==> src/rtl/rsp_rate_pkg.sv <==
package rsp_rate_pkg;
  localparam int RATE_W = 4;

  // strobes from control to datapath
  typedef struct packed {
    logic              capture;
    logic              ofdmReq;
    logic [RATE_W-1:0] startIdx;
  } rateStrobe_t;

  // low nibble of the signal code, by OFDM offset 0..7
  function automatic logic [3:0] codeNibble(input logic [2:0] ofs);
    case (ofs)
      3'd0: codeNibble = 4'hB;
      3'd1: codeNibble = 4'hF;
      3'd2: codeNibble = 4'hA;
      3'd3: codeNibble = 4'hE;
      3'd5: codeNibble = 4'hD;
      3'd6: codeNibble = 4'h8;
      3'd7: codeNibble = 4'hC;
      default: codeNibble = 4'h9;
    endcase
  endfunction

  // 5 GHz reserve time in microseconds, by OFDM offset 0..7
  function automatic logic [7:0] rsvBase(input logic [2:0] ofs);
    case (ofs)
      3'd0: rsvBase = 8'd44;
      3'd1: rsvBase = 8'd36;
      3'd2: rsvBase = 8'd32;
      3'd3: rsvBase = 8'd28;
      3'd5, 3'd6, 3'd7: rsvBase = 8'd24;
      default: rsvBase = 8'd28;
    endcase
  endfunction
endpackage

==> src/rtl/rsp_rate_enc.sv <==
module rsp_rate_enc
  import rsp_rate_pkg::*;
#(
  parameter int NUM_CCK   = 4,
  parameter int NUM_RATES = 12,
  parameter int FALLBACK  = 8,
  parameter int BAND_ADD  = 6
) (
  input  logic [RATE_W-1:0] rateIdx,
  input  logic              band5g,
  output logic [7:0]        code,
  output logic [7:0]        rsv
);
  localparam logic [RATE_W-1:0] FB_IDX = RATE_W'(FALLBACK);
  localparam logic [RATE_W-1:0] CCK_N  = RATE_W'(NUM_CCK);
  localparam logic [RATE_W-1:0] TOP_N  = RATE_W'(NUM_RATES - 1);

  logic [RATE_W-1:0] useIdx;
  logic [RATE_W-1:0] ofsFull;
  logic [2:0]        ofs;

  // an index outside the OFDM group encodes as the fallback rate
  always_comb begin
    if (rateIdx < CCK_N || rateIdx > TOP_N) useIdx = FB_IDX;
    else                                    useIdx = rateIdx;
    ofsFull = useIdx - CCK_N;
    ofs     = ofsFull[2:0];
  end

  always_comb begin
    code = {(band5g ? 4'h9 : 4'h8), codeNibble(ofs)};
    rsv  = rsvBase(ofs) + (band5g ? 8'd0 : 8'(BAND_ADD));
  end

  logic unusedHi;
  assign unusedHi = ^ofsFull[RATE_W-1:3];
endmodule

==> src/rtl/rsp_rate_ctrl.sv <==
module rsp_rate_ctrl
  import rsp_rate_pkg::*;
#(
  parameter int NUM_CCK   = 4,
  parameter int NUM_RATES = 12
) (
  input  logic              clk,
  input  logic              rstN,
  input  logic              reqValid,
  input  logic [RATE_W-1:0] reqRate,
  output rateStrobe_t       strobe,
  output logic              rspValid
);
  localparam logic [RATE_W-1:0] TOP_N = RATE_W'(NUM_RATES - 1);
  localparam logic [RATE_W-1:0] CCK_N = RATE_W'(NUM_CCK);

  logic [RATE_W-1:0] clampIdx;

  // indices beyond the table are searched as the top rate
  always_comb begin
    clampIdx        = (reqRate > TOP_N) ? TOP_N : reqRate;
    strobe.capture  = reqValid;
    strobe.startIdx = clampIdx;
    strobe.ofdmReq  = (clampIdx >= CCK_N);
  end

  always_ff @(posedge clk) begin
    if (!rstN) rspValid <= 1'b0;
    else       rspValid <= reqValid;
  end

  p_valid_follow_r1: assert property (@(posedge clk) disable iff (!rstN)
    reqValid |=> rspValid);
  p_valid_drop_r1: assert property (@(posedge clk) disable iff (!rstN)
    !reqValid |=> !rspValid);
endmodule

==> src/rtl/rsp_rate_dp.sv <==
module rsp_rate_dp
  import rsp_rate_pkg::*;
#(
  parameter int NUM_CCK   = 4,
  parameter int NUM_RATES = 12,
  parameter int FALLBACK  = 8
) (
  input  logic                 clk,
  input  logic                 rstN,
  input  rateStrobe_t          strobe,
  input  logic [NUM_RATES-1:0] basicMap,
  input  logic                 band5g,
  output logic [RATE_W-1:0]    rspRate,
  output logic [7:0]           sigCode,
  output logic [7:0]           rsvTime,
  output logic [RATE_W-1:0]    topCck,
  output logic [RATE_W-1:0]    topOfdm,
  output logic                 anyOfdm
);
  localparam logic [RATE_W-1:0] FB_IDX = RATE_W'(FALLBACK);
  localparam logic [RATE_W-1:0] CCK_N  = RATE_W'(NUM_CCK);

  // eligible[i]: rate i is basic and not above the search start
  logic [NUM_RATES-1:0] eligible;
  genvar g;
  generate
    for (g = 0; g < NUM_RATES; g++) begin : g_elig
      assign eligible[g] = basicMap[g] && (RATE_W'(g) <= strobe.startIdx);
    end
  endgenerate

  logic [RATE_W-1:0] cckHit, ofdmHit, topC, topO, clampFb, nextRate;
  logic              anyO;

  always_comb begin
    cckHit  = '0;
    ofdmHit = FB_IDX;
    topC    = '0;
    topO    = FB_IDX;
    anyO    = 1'b0;
    // the CCK search stops above index 0, which is its own fallback
    for (int i = 1; i < NUM_CCK; i++)
      if (eligible[i]) cckHit = RATE_W'(i);
    for (int i = NUM_CCK; i < NUM_RATES; i++) begin
      if (eligible[i]) ofdmHit = RATE_W'(i);
      if (basicMap[i]) begin
        topO = RATE_W'(i);
        anyO = 1'b1;
      end
    end
    for (int i = 0; i < NUM_CCK; i++)
      if (basicMap[i]) topC = RATE_W'(i);
    clampFb = (strobe.startIdx > FB_IDX) ? FB_IDX : strobe.startIdx;
    if (!strobe.ofdmReq) nextRate = cckHit;
    else if (!anyO)      nextRate = clampFb;
    else                 nextRate = ofdmHit;
  end

  logic [7:0] encCode, encRsv;
  rsp_rate_enc #(
    .NUM_CCK(NUM_CCK), .NUM_RATES(NUM_RATES), .FALLBACK(FALLBACK)
  ) u_enc (
    .rateIdx(nextRate),
    .band5g (band5g),
    .code   (encCode),
    .rsv    (encRsv)
  );

  logic ofdmRsp;
  assign ofdmRsp = (nextRate >= CCK_N);

  always_ff @(posedge clk) begin
    if (!rstN) begin
      rspRate <= '0;
      sigCode <= '0;
      rsvTime <= '0;
      topCck  <= '0;
      topOfdm <= '0;
      anyOfdm <= 1'b0;
    end else if (strobe.capture) begin
      rspRate <= nextRate;
      sigCode <= ofdmRsp ? encCode : 8'd0;
      rsvTime <= ofdmRsp ? encRsv  : 8'd0;
      topCck  <= topC;
      topOfdm <= topO;
      anyOfdm <= anyO;
    end
  end

  // results hold between requests
  p_hold_r1: assert property (@(posedge clk) disable iff (!rstN)
    !strobe.capture |=> $stable(rspRate) && $stable(sigCode) && $stable(topOfdm));
  // a CCK request stays in the CCK group
  p_cck_group_r3: assert property (@(posedge clk) disable iff (!rstN)
    (strobe.capture && !strobe.ofdmReq) |=> (rspRate < CCK_N));
  // a found CCK rate is basic
  p_cck_basic_r3: assert property (@(posedge clk) disable iff (!rstN)
    (strobe.capture && !strobe.ofdmReq) |=>
      (rspRate == '0) || (($past(basicMap) >> rspRate) & 1) != 0);
  // an OFDM request stays in the OFDM group
  p_ofdm_group_r5: assert property (@(posedge clk) disable iff (!rstN)
    (strobe.capture && strobe.ofdmReq) |=> (rspRate >= CCK_N));
  // band nibble follows the band of the request
  p_band_nibble_r7: assert property (@(posedge clk) disable iff (!rstN)
    (strobe.capture && strobe.ofdmReq) |=>
      (sigCode[7:4] == ($past(band5g) ? 4'h9 : 4'h8)));
  // CCK responses carry no code
  p_cck_nocode_r9: assert property (@(posedge clk) disable iff (!rstN)
    (strobe.capture && !strobe.ofdmReq) |=> (sigCode == 8'd0 && rsvTime == 8'd0));
endmodule

==> src/rtl/rsp_rate_picker.sv <==
module rsp_rate_picker
  import rsp_rate_pkg::*;
#(
  parameter int NUM_CCK   = 4,
  parameter int NUM_RATES = 12,
  parameter int FALLBACK  = 8
) (
  input  logic                 clk,
  input  logic                 rstN,
  input  logic                 reqValid,
  input  logic [RATE_W-1:0]    reqRate,
  input  logic [NUM_RATES-1:0] basicMap,
  input  logic                 band5g,
  output logic                 rspValid,
  output logic [RATE_W-1:0]    rspRate,
  output logic [7:0]           sigCode,
  output logic [7:0]           rsvTime,
  output logic [RATE_W-1:0]    topCck,
  output logic [RATE_W-1:0]    topOfdm,
  output logic                 anyOfdm
);
  rateStrobe_t strobe;

  rsp_rate_ctrl #(.NUM_CCK(NUM_CCK), .NUM_RATES(NUM_RATES)) u_ctrl (
    .clk     (clk),
    .rstN    (rstN),
    .reqValid(reqValid),
    .reqRate (reqRate),
    .strobe  (strobe),
    .rspValid(rspValid)
  );

  rsp_rate_dp #(
    .NUM_CCK(NUM_CCK), .NUM_RATES(NUM_RATES), .FALLBACK(FALLBACK)
  ) u_dp (
    .clk     (clk),
    .rstN    (rstN),
    .strobe  (strobe),
    .basicMap(basicMap),
    .band5g  (band5g),
    .rspRate (rspRate),
    .sigCode (sigCode),
    .rsvTime (rsvTime),
    .topCck  (topCck),
    .topOfdm (topOfdm),
    .anyOfdm (anyOfdm)
  );
endmodule

==> config.mk <==
export PLATFORM = sky130hd
export DESIGN_NAME = rsp_rate_picker
export DESIGN_NICKNAME = d
export VERILOG_FILES = /design/src/rtl/rsp_rate_pkg.sv /design/src/rtl/rsp_rate_enc.sv /design/src/rtl/rsp_rate_ctrl.sv /design/src/rtl/rsp_rate_dp.sv /design/src/rtl/rsp_rate_picker.sv
export SDC_FILE = /design/constraint.sdc
export NUM_CORES = 1
export LEC_CHECK = 0
export CORE_MARGIN = 10
export CORE_UTILIZATION = 45
export CTS_CLUSTER_DIAMETER = 60
export DETAILED_ROUTE_END_ITERATION = 6
export DONT_BUFFER_PORTS = 1
export MAX_ROUTING_LAYER = met4
export PLACE_DENSITY = 0.68
export RECOVER_POWER = 50
export SKIP_LAST_GASP = 1
export SLEW_MARGIN = 20
export SYNTH_ARGS = -nofsm -noshare
export SYNTH_HDL_FRONTEND = slang
export SYNTH_SLANG_ARGS = --single-unit
==> constraint.sdc <==
create_clock -name clk -period 8.45 [get_ports clk]
set_input_delay 1.69 -clock clk [delete_from_list [all_inputs] [get_ports clk]]
set_output_delay 1.69 -clock clk [all_outputs]
set_load 0.1 [all_outputs]
Word level (Yosys, flattened, before mapping)
Index checks and enable logic that the tools add are counted.
- bits in registers: 30
- input bits: 20
- output and inout port bits: 30
- logic and storage cells: 87
- $add $sub $neg: 2
- magnitude comparators: 17
- equal/unequal tests: 6
- mux-type cells: 41
- reduce and logical (&&, ||, !) cells: 14
- operator list (operator ; number):
    $mux 4 ; 20
    $pmux 6 s4 ; 1
    $pmux 3 s7 ; 1
    $le 3x4->1 const A ; 4
    $le 4x4->1 const A ; 4
    $mux 8 ; 2
    $gt 4x4->1 const B ; 3
    $logic_and 1x1->1 ; 11
    $mux 1 ; 11
    $eq 3x3->1 const B ; 3
    $add 8x3->8 ; 1
    $ge 4x3->1 const B ; 2
    $le 2x4->1 const A ; 2
    $mux 2 ; 4
    $eq 3x2->1 const B ; 2
    $mux 3 ; 2
    $le 1x4->1 const A ; 1
    $lt 4x3->1 const B ; 1
    $eq 3x1->1 const B ; 1
    $logic_not 3->1 ; 1
    $reduce_or 3->1 ; 1
    $sub 3x3->3 const B ; 1
    $logic_or 1x1->1 ; 1

Depth between registers and ports, before layout
- depth in word-level cells: 23
- depth in mapped cells: 17
- depth with buffers taken out: 16

Modules after synthesis
Synthesis repeated with hierarchy kept, for this count alone.
- cells, all modules: 209
- area, all modules: 1806.7 µm²
- by module, submodules not included (module ; instances ; cells each ; area an instance (µm²) ; seq. area each (µm²)):
    rsp_rate_dp ; 1 ; 174 ; 1514.0 ; 540.5
    rsp_rate_enc ; 1 ; 27 ; 225.2 ; 0.0
    rsp_rate_ctrl ; 1 ; 8 ; 67.6 ; 20.0

Worst setup path before layout
No wires, ideal clock.
- path kind: input-to-reg
- start: input reqRate[2]
- end: register u_dp.rsvTime[4]
- setup time: 118 ps
- arrival: 4298 ps
- data required time: 8332 ps
- slack: 4034 ps
- cell stages on the path: 16
- path buffers: 0
- cells stage by stage: or3_1 > a21o_1 > a22o_1 > nor2b_1 > or3_1 > inv_1 > ha_1 > inv_1 > mux2_1 > nand2_1 > ha_1 > ha_1 > xor2_1 > o21ai_0 > nand2_1 > mux2i_1
- cells in the longest elaborated chain, start to end: 23
- elaborated cells between the ends (all ways): 56
- classes of those cells: add/sub (2); order compare (17); eq/ne (5); mux (18); reduce/logical (14)
- ends and longest elaborated chain (element ; RTL line ; text):
    from (decl) ; rsp_rate_picker.sv:11 ; input logic [RATE_W-1:0] reqRate,
    $gt 4x4->1 ; rsp_rate_ctrl.sv:21 ; clampIdx = (reqRate > TOP_N) ? TOP_N : reqRate;
    $mux 4 * ; rsp_rate_ctrl.sv:21 ;
    $le 3x4->1 ; rsp_rate_dp.sv:28 ; assign eligible[g] = basicMap[g] && (RATE_W'(g) <= strobe.startIdx);
    $logic_and 1x1->1 ; rsp_rate_dp.sv:28 ;
    $mux 4 (8 in series) ; rsp_rate_dp.sv:45 ; if (eligible[i]) ofdmHit = RATE_W'(i);
    $mux 4 ; rsp_rate_dp.sv:55 ; else if (!anyO) nextRate = clampFb;
    $mux 4 * ; rsp_rate_dp.sv:54 ; if (!strobe.ofdmReq) nextRate = cckHit;
    named net u_dp.nextRate[2] ; rsp_rate_dp.sv:32 ; logic [RATE_W-1:0] cckHit, ofdmHit, topC, topO, clampFb, nextRate;
    $lt 4x3->1 / $gt 4x4->1 (equally long branches) ; rsp_rate_enc.sv:24 ; if (rateIdx < CCK_N || rateIdx > TOP_N) useIdx = FB_IDX;
    $logic_or 1x1->1 ; rsp_rate_enc.sv:24 ;
    $mux 3 ; rsp_rate_enc.sv:24 ;
    $sub 3x3->3 ; rsp_rate_enc.sv:26 ; ofsFull = useIdx - CCK_N;
    $eq 3x3->1 ; rsp_rate_pkg.sv:27 ; case (ofs)
    $reduce_or 3->1 ; rsp_rate_pkg.sv:27 ;
    $pmux 6 s4 ; rsp_rate_pkg.sv:27 ;
    $add 8x3->8 ; rsp_rate_enc.sv:32 ; rsv = rsvBase(ofs) + (band5g ? 8'd0 : 8'(BAND_ADD));
    $mux 8 * ; rsp_rate_dp.sv:83 ; rsvTime <= ofdmRsp ? encRsv : 8'd0;
    to (signal assigned) ; rsp_rate_dp.sv:83 ;
    to (decl) ; rsp_rate_dp.sv:15 ; output logic [7:0] rsvTime,
Mark *: on every way through the listed nets, which the timed path passes. The rest lies on a longest branch.
A chain may end at the register's enable or synchronous reset.

Final worst setup path
- start: input basicMap[8]
- end: register u_dp.rsvTime[4]
- cells in the longest elaborated chain, start to end: 16
- elaborated cells between the ends (all ways): 27
- classes of those cells: add/sub (2); order compare (3); eq/ne (5); mux (13); reduce/logical (4)
- ends and longest elaborated chain (element ; RTL line ; text):
    from (decl) ; rsp_rate_picker.sv:12 ; input logic [NUM_RATES-1:0] basicMap,
    $logic_and 1x1->1 ; rsp_rate_dp.sv:28 ;
    $mux 4 (4 in series) ; rsp_rate_dp.sv:45 ;
    $mux 4 * ; rsp_rate_dp.sv:55 ;
    $mux 4 * ; rsp_rate_dp.sv:54 ;
    named net u_dp.nextRate[2] ; rsp_rate_dp.sv:32 ;
    $lt 4x3->1 / $gt 4x4->1 (equally long branches) ; rsp_rate_enc.sv:24 ;
    $logic_or 1x1->1 ; rsp_rate_enc.sv:24 ;
    $mux 3 ; rsp_rate_enc.sv:24 ;
    $sub 3x3->3 ; rsp_rate_enc.sv:26 ;
    $eq 3x3->1 ; rsp_rate_pkg.sv:27 ;
    $reduce_or 3->1 ; rsp_rate_pkg.sv:27 ;
    $pmux 6 s4 ; rsp_rate_pkg.sv:27 ;
    $add 8x3->8 ; rsp_rate_enc.sv:32 ;
    $mux 8 * ; rsp_rate_dp.sv:83 ;
Marked as above.

==> results.yml <==
detailed_routing:
  vias: 1187
  drt_first_iter_violations: 102
  wl_per_cell_microns: 17.3
  first_pass_iters: 4
  drc_errors: 0
  routed_wl_microns: 3390
  viasPerCell: 6.06
  ant_nets: 0
min_path:
  worstHoldEndpoint: "u_dp.rspRate[1]$_SDFFE_PN0P_"
  min_path_type: "flip-flop to flip-flop"
  hold_start: "u_dp.rspRate[1]$_SDFFE_PN0P_"
  hold_depth: 2
clock_network:
  cts.htree.levels: 1
  clk_pin_slew_ps: 120
  cts.sinks: 23
  cts_setup_buffers: 0
  insertion_delay_ps: 300
  cts_resized: 0
  tritoncts: "done"
  cts-root-buf: "clkbuf_4"
  numCtsBuffers: 3
  cts_buffer_depth: 2
  postCtsHoldBufs: 0
timing:
  setup_viol: 0
  tightest_slew_ps: 1010
  fin_skew_ps: 0
  slew_headroom: 0.324
  period_share: 0.543
  fmax_ghz: 0.218
  whs_ps: 950
  fin_setup_tns_ps: 0
  slew_viol_final: 0
  rsz0062_at_grt: "no"
  hold_viol_final: 0
  min_period_ps: 4590
logic_synthesis:
  synthTopCellsByCount: "23 x dfxtp_1, 15 x nand2_1, 12 x nor2_1"
  syn_inst: 170
  synth_top_area_frac: 0.333
  synth-seq-cells: 23
  synth-edff-count: 0
  synth_largest_area_cell: "dfxtp_1"
  async_reset_ff_frac: 0
  synth_area_leaders: "dfxtp_1 33%, nand2_1 4.1%, nor2b_1 4.1%, buf_4 3.8%, a21oi_1 3.6%"
  synth.most_common_cell: "dfxtp_1"
  netlist_area_sq_mm: 0.00138
  ys.flop_type: "dfxtp_1"
  synth.avg_cell_area_sq_um: 8.13
  ys_types: 48
  yosys_warnings: 0
  ys_seq_area_frac: 0.333
finish:
  area_growth_pct: -0.724
  fin_nets: 188
  multi_input_area_sq_um: 808
  fillCellCount: 301
  final_area_sq_mm: 0.00137
  register_area_sq_um: 462
  fin_util: 0.457
  layout-drive-gt1-share: 0.0675
  diodes: 0
flow_run:
  maxCapViolCount: 0
worst_setup_path:
  crit_type: "primary input to flip-flop"
  worstPathMaxFanout: 5
  end_kind: "flip-flop"
  r2r_end: "u_dp.rsvTime[4]$_SDFFE_PN0P_"
  cp-start-kind: "primary input"
  crit_required_ps: 8660
  r2r-start: "u_dp.rsvTime[4]$_SDFFE_PN0P_"
  cp.arrival_ps: 4800
  reg2regPathDepth: 4
  r2r_setup_slack_ps: 6950
placed_design:
  place_hpwl_microns: 2660
  io_buffers: 0
  gp_congestion: 0.907
  place_area_sq_mm: 0.00136
global_route:
  grtUsageTotal: 0.124
  antenna_found_initial: 0
  grt_pass1_wl_microns: 5440
  overflow: 0
  grt_max_degree: 26
  grt_pass1_vias: 1115
floorplan:
  initial_core_util: 0.460
  io-pin-count: 50
  die_h_microns: 75.4
  coreArea_sq_mm: 0.00300
  die_x_microns: 75.4
  die_area_sq_mm: 0.00569
  fp-row-count: 20
outcome:
  run_status: "finished clean"
pwr:
  totalPowerFinal_mw: 0.289
  p_leak_nw: 0.576
  ir_worst_vdd_mv: 0.142
  p_per_area_mw_per_mm2: 211
worst max-delay path, stage by stage:
cell and delay [ps]:
nor4_1 700, nor3b_1 400, nor2b_1 80, or3_1 420, inv_1 80, ha_1 260
inv_1 60, mux2_1 290, nand2_1 70, ha_1 160, ha_1 190, xor2_1 170
o21ai_0 100, nand2_1 70, mux2i_1 60
cells in the final DEF, fill, tap and decap left out, types with 2 or more instances in the layout:
cell type and instances:
o22ai_1 5, nor2b_1 9, nand2_1 15, xor2_1 2
nand2b_1 2, inv_1 9, a21boi_1 2, or3_1 2
dfxtp_1 22, o211ai_1 2, clkbuf_4 3, o21ai_1 5
a22oi_1 3, nor3b_1 2, conb_1 6, a22o_1 2
a21oi_1 10, nand3_1 5, mux2i_1 3, ha_1 4
nor2_1 12, o21a_1 2, a31oi_1 2, o211a_1 3
o21ai_0 9
sequential cells by signal, summed over array words and instances, names as in the netlist:
register and count:
u_dp.topOfdm 4, u_dp.rspRate 4, u_dp.topCck 2, u_dp.sigCode 5
u_dp.anyOfdm 1, u_ctrl.rspValid 1, u_dp.rsvTime 6
area by class of cell:
type                    instances  area share
clock buffers                   4      0.0192
inverters                       9      0.0246
multi-input cells             127       0.589
flip-flops and latches         23       0.337
well taps                      33      0.0301
stage by stage:
stage / std cells / worst slack (ps)
2_1_floorplan: 175 / 4030
3_3_place_gp: 192 / 3830
3_5_place_dp: 192 / 3760
4_1_cts: 196 / 4080
5_1_grt: 196 / 3500
6_report: 196 / 3860
cells by family (layout without fill, tap and decap cells):
family / Yosys count / count (layout) / synth area share
simple gates: 56 / 56 / 0.222
compound gates: 55 / 55 / 0.276
buf+inv: 25 / 13 / 0.0870
flops: 23 / 23 / 0.333
fa+ha+maj: 4 / 4 / 0.0362
mux: 4 / 4 / 0.0299
xor+xnor: 2 / 2 / 0.0127
other cells: 1 / 6 / 0.00271
per-layer routing:
metal,up-vias,global-route usage,share of wire
li1,581,-,-
met5,-,-,0
met3,2,0.0573,0.11
met1,555,0.133,0.39
met4,0,0.0186,0.0035
met2,49,0.211,0.49
worst max-delay path by stage:
| stage | end | depth (start not counted) | from |
|---|---|---|---|
| 2_1_floorplan | u_dp.rsvTime[4]$_SDFFE_PN0P_ | 16 | reqRate[2] |
| 3_3_place_gp | u_dp.rsvTime[4]$_SDFFE_PN0P_ | 16 | reqRate[2] |
| 3_5_place_dp | u_dp.rsvTime[4]$_SDFFE_PN0P_ | 16 | reqRate[2] |
| 4_1_cts | u_dp.rsvTime[4]$_SDFFE_PN0P_ | 16 | reqRate[2] |
| 5_1_grt | u_dp.rsvTime[4]$_SDFFE_PN0P_ | 15 | basicMap[8] |
| 6_report | u_dp.rsvTime[4]$_SDFFE_PN0P_ | 15 | basicMap[8] |
power by group:
group	internal, mW	leakage, nW	total, mW	switching, mW
clock network	0.0184	0.0150	0.0487	0.0303
logic	0.0219	0.372	0.0568	0.0350
registers	0.116	0.190	0.184	0.0674
(Power assumes the default switching activity.)
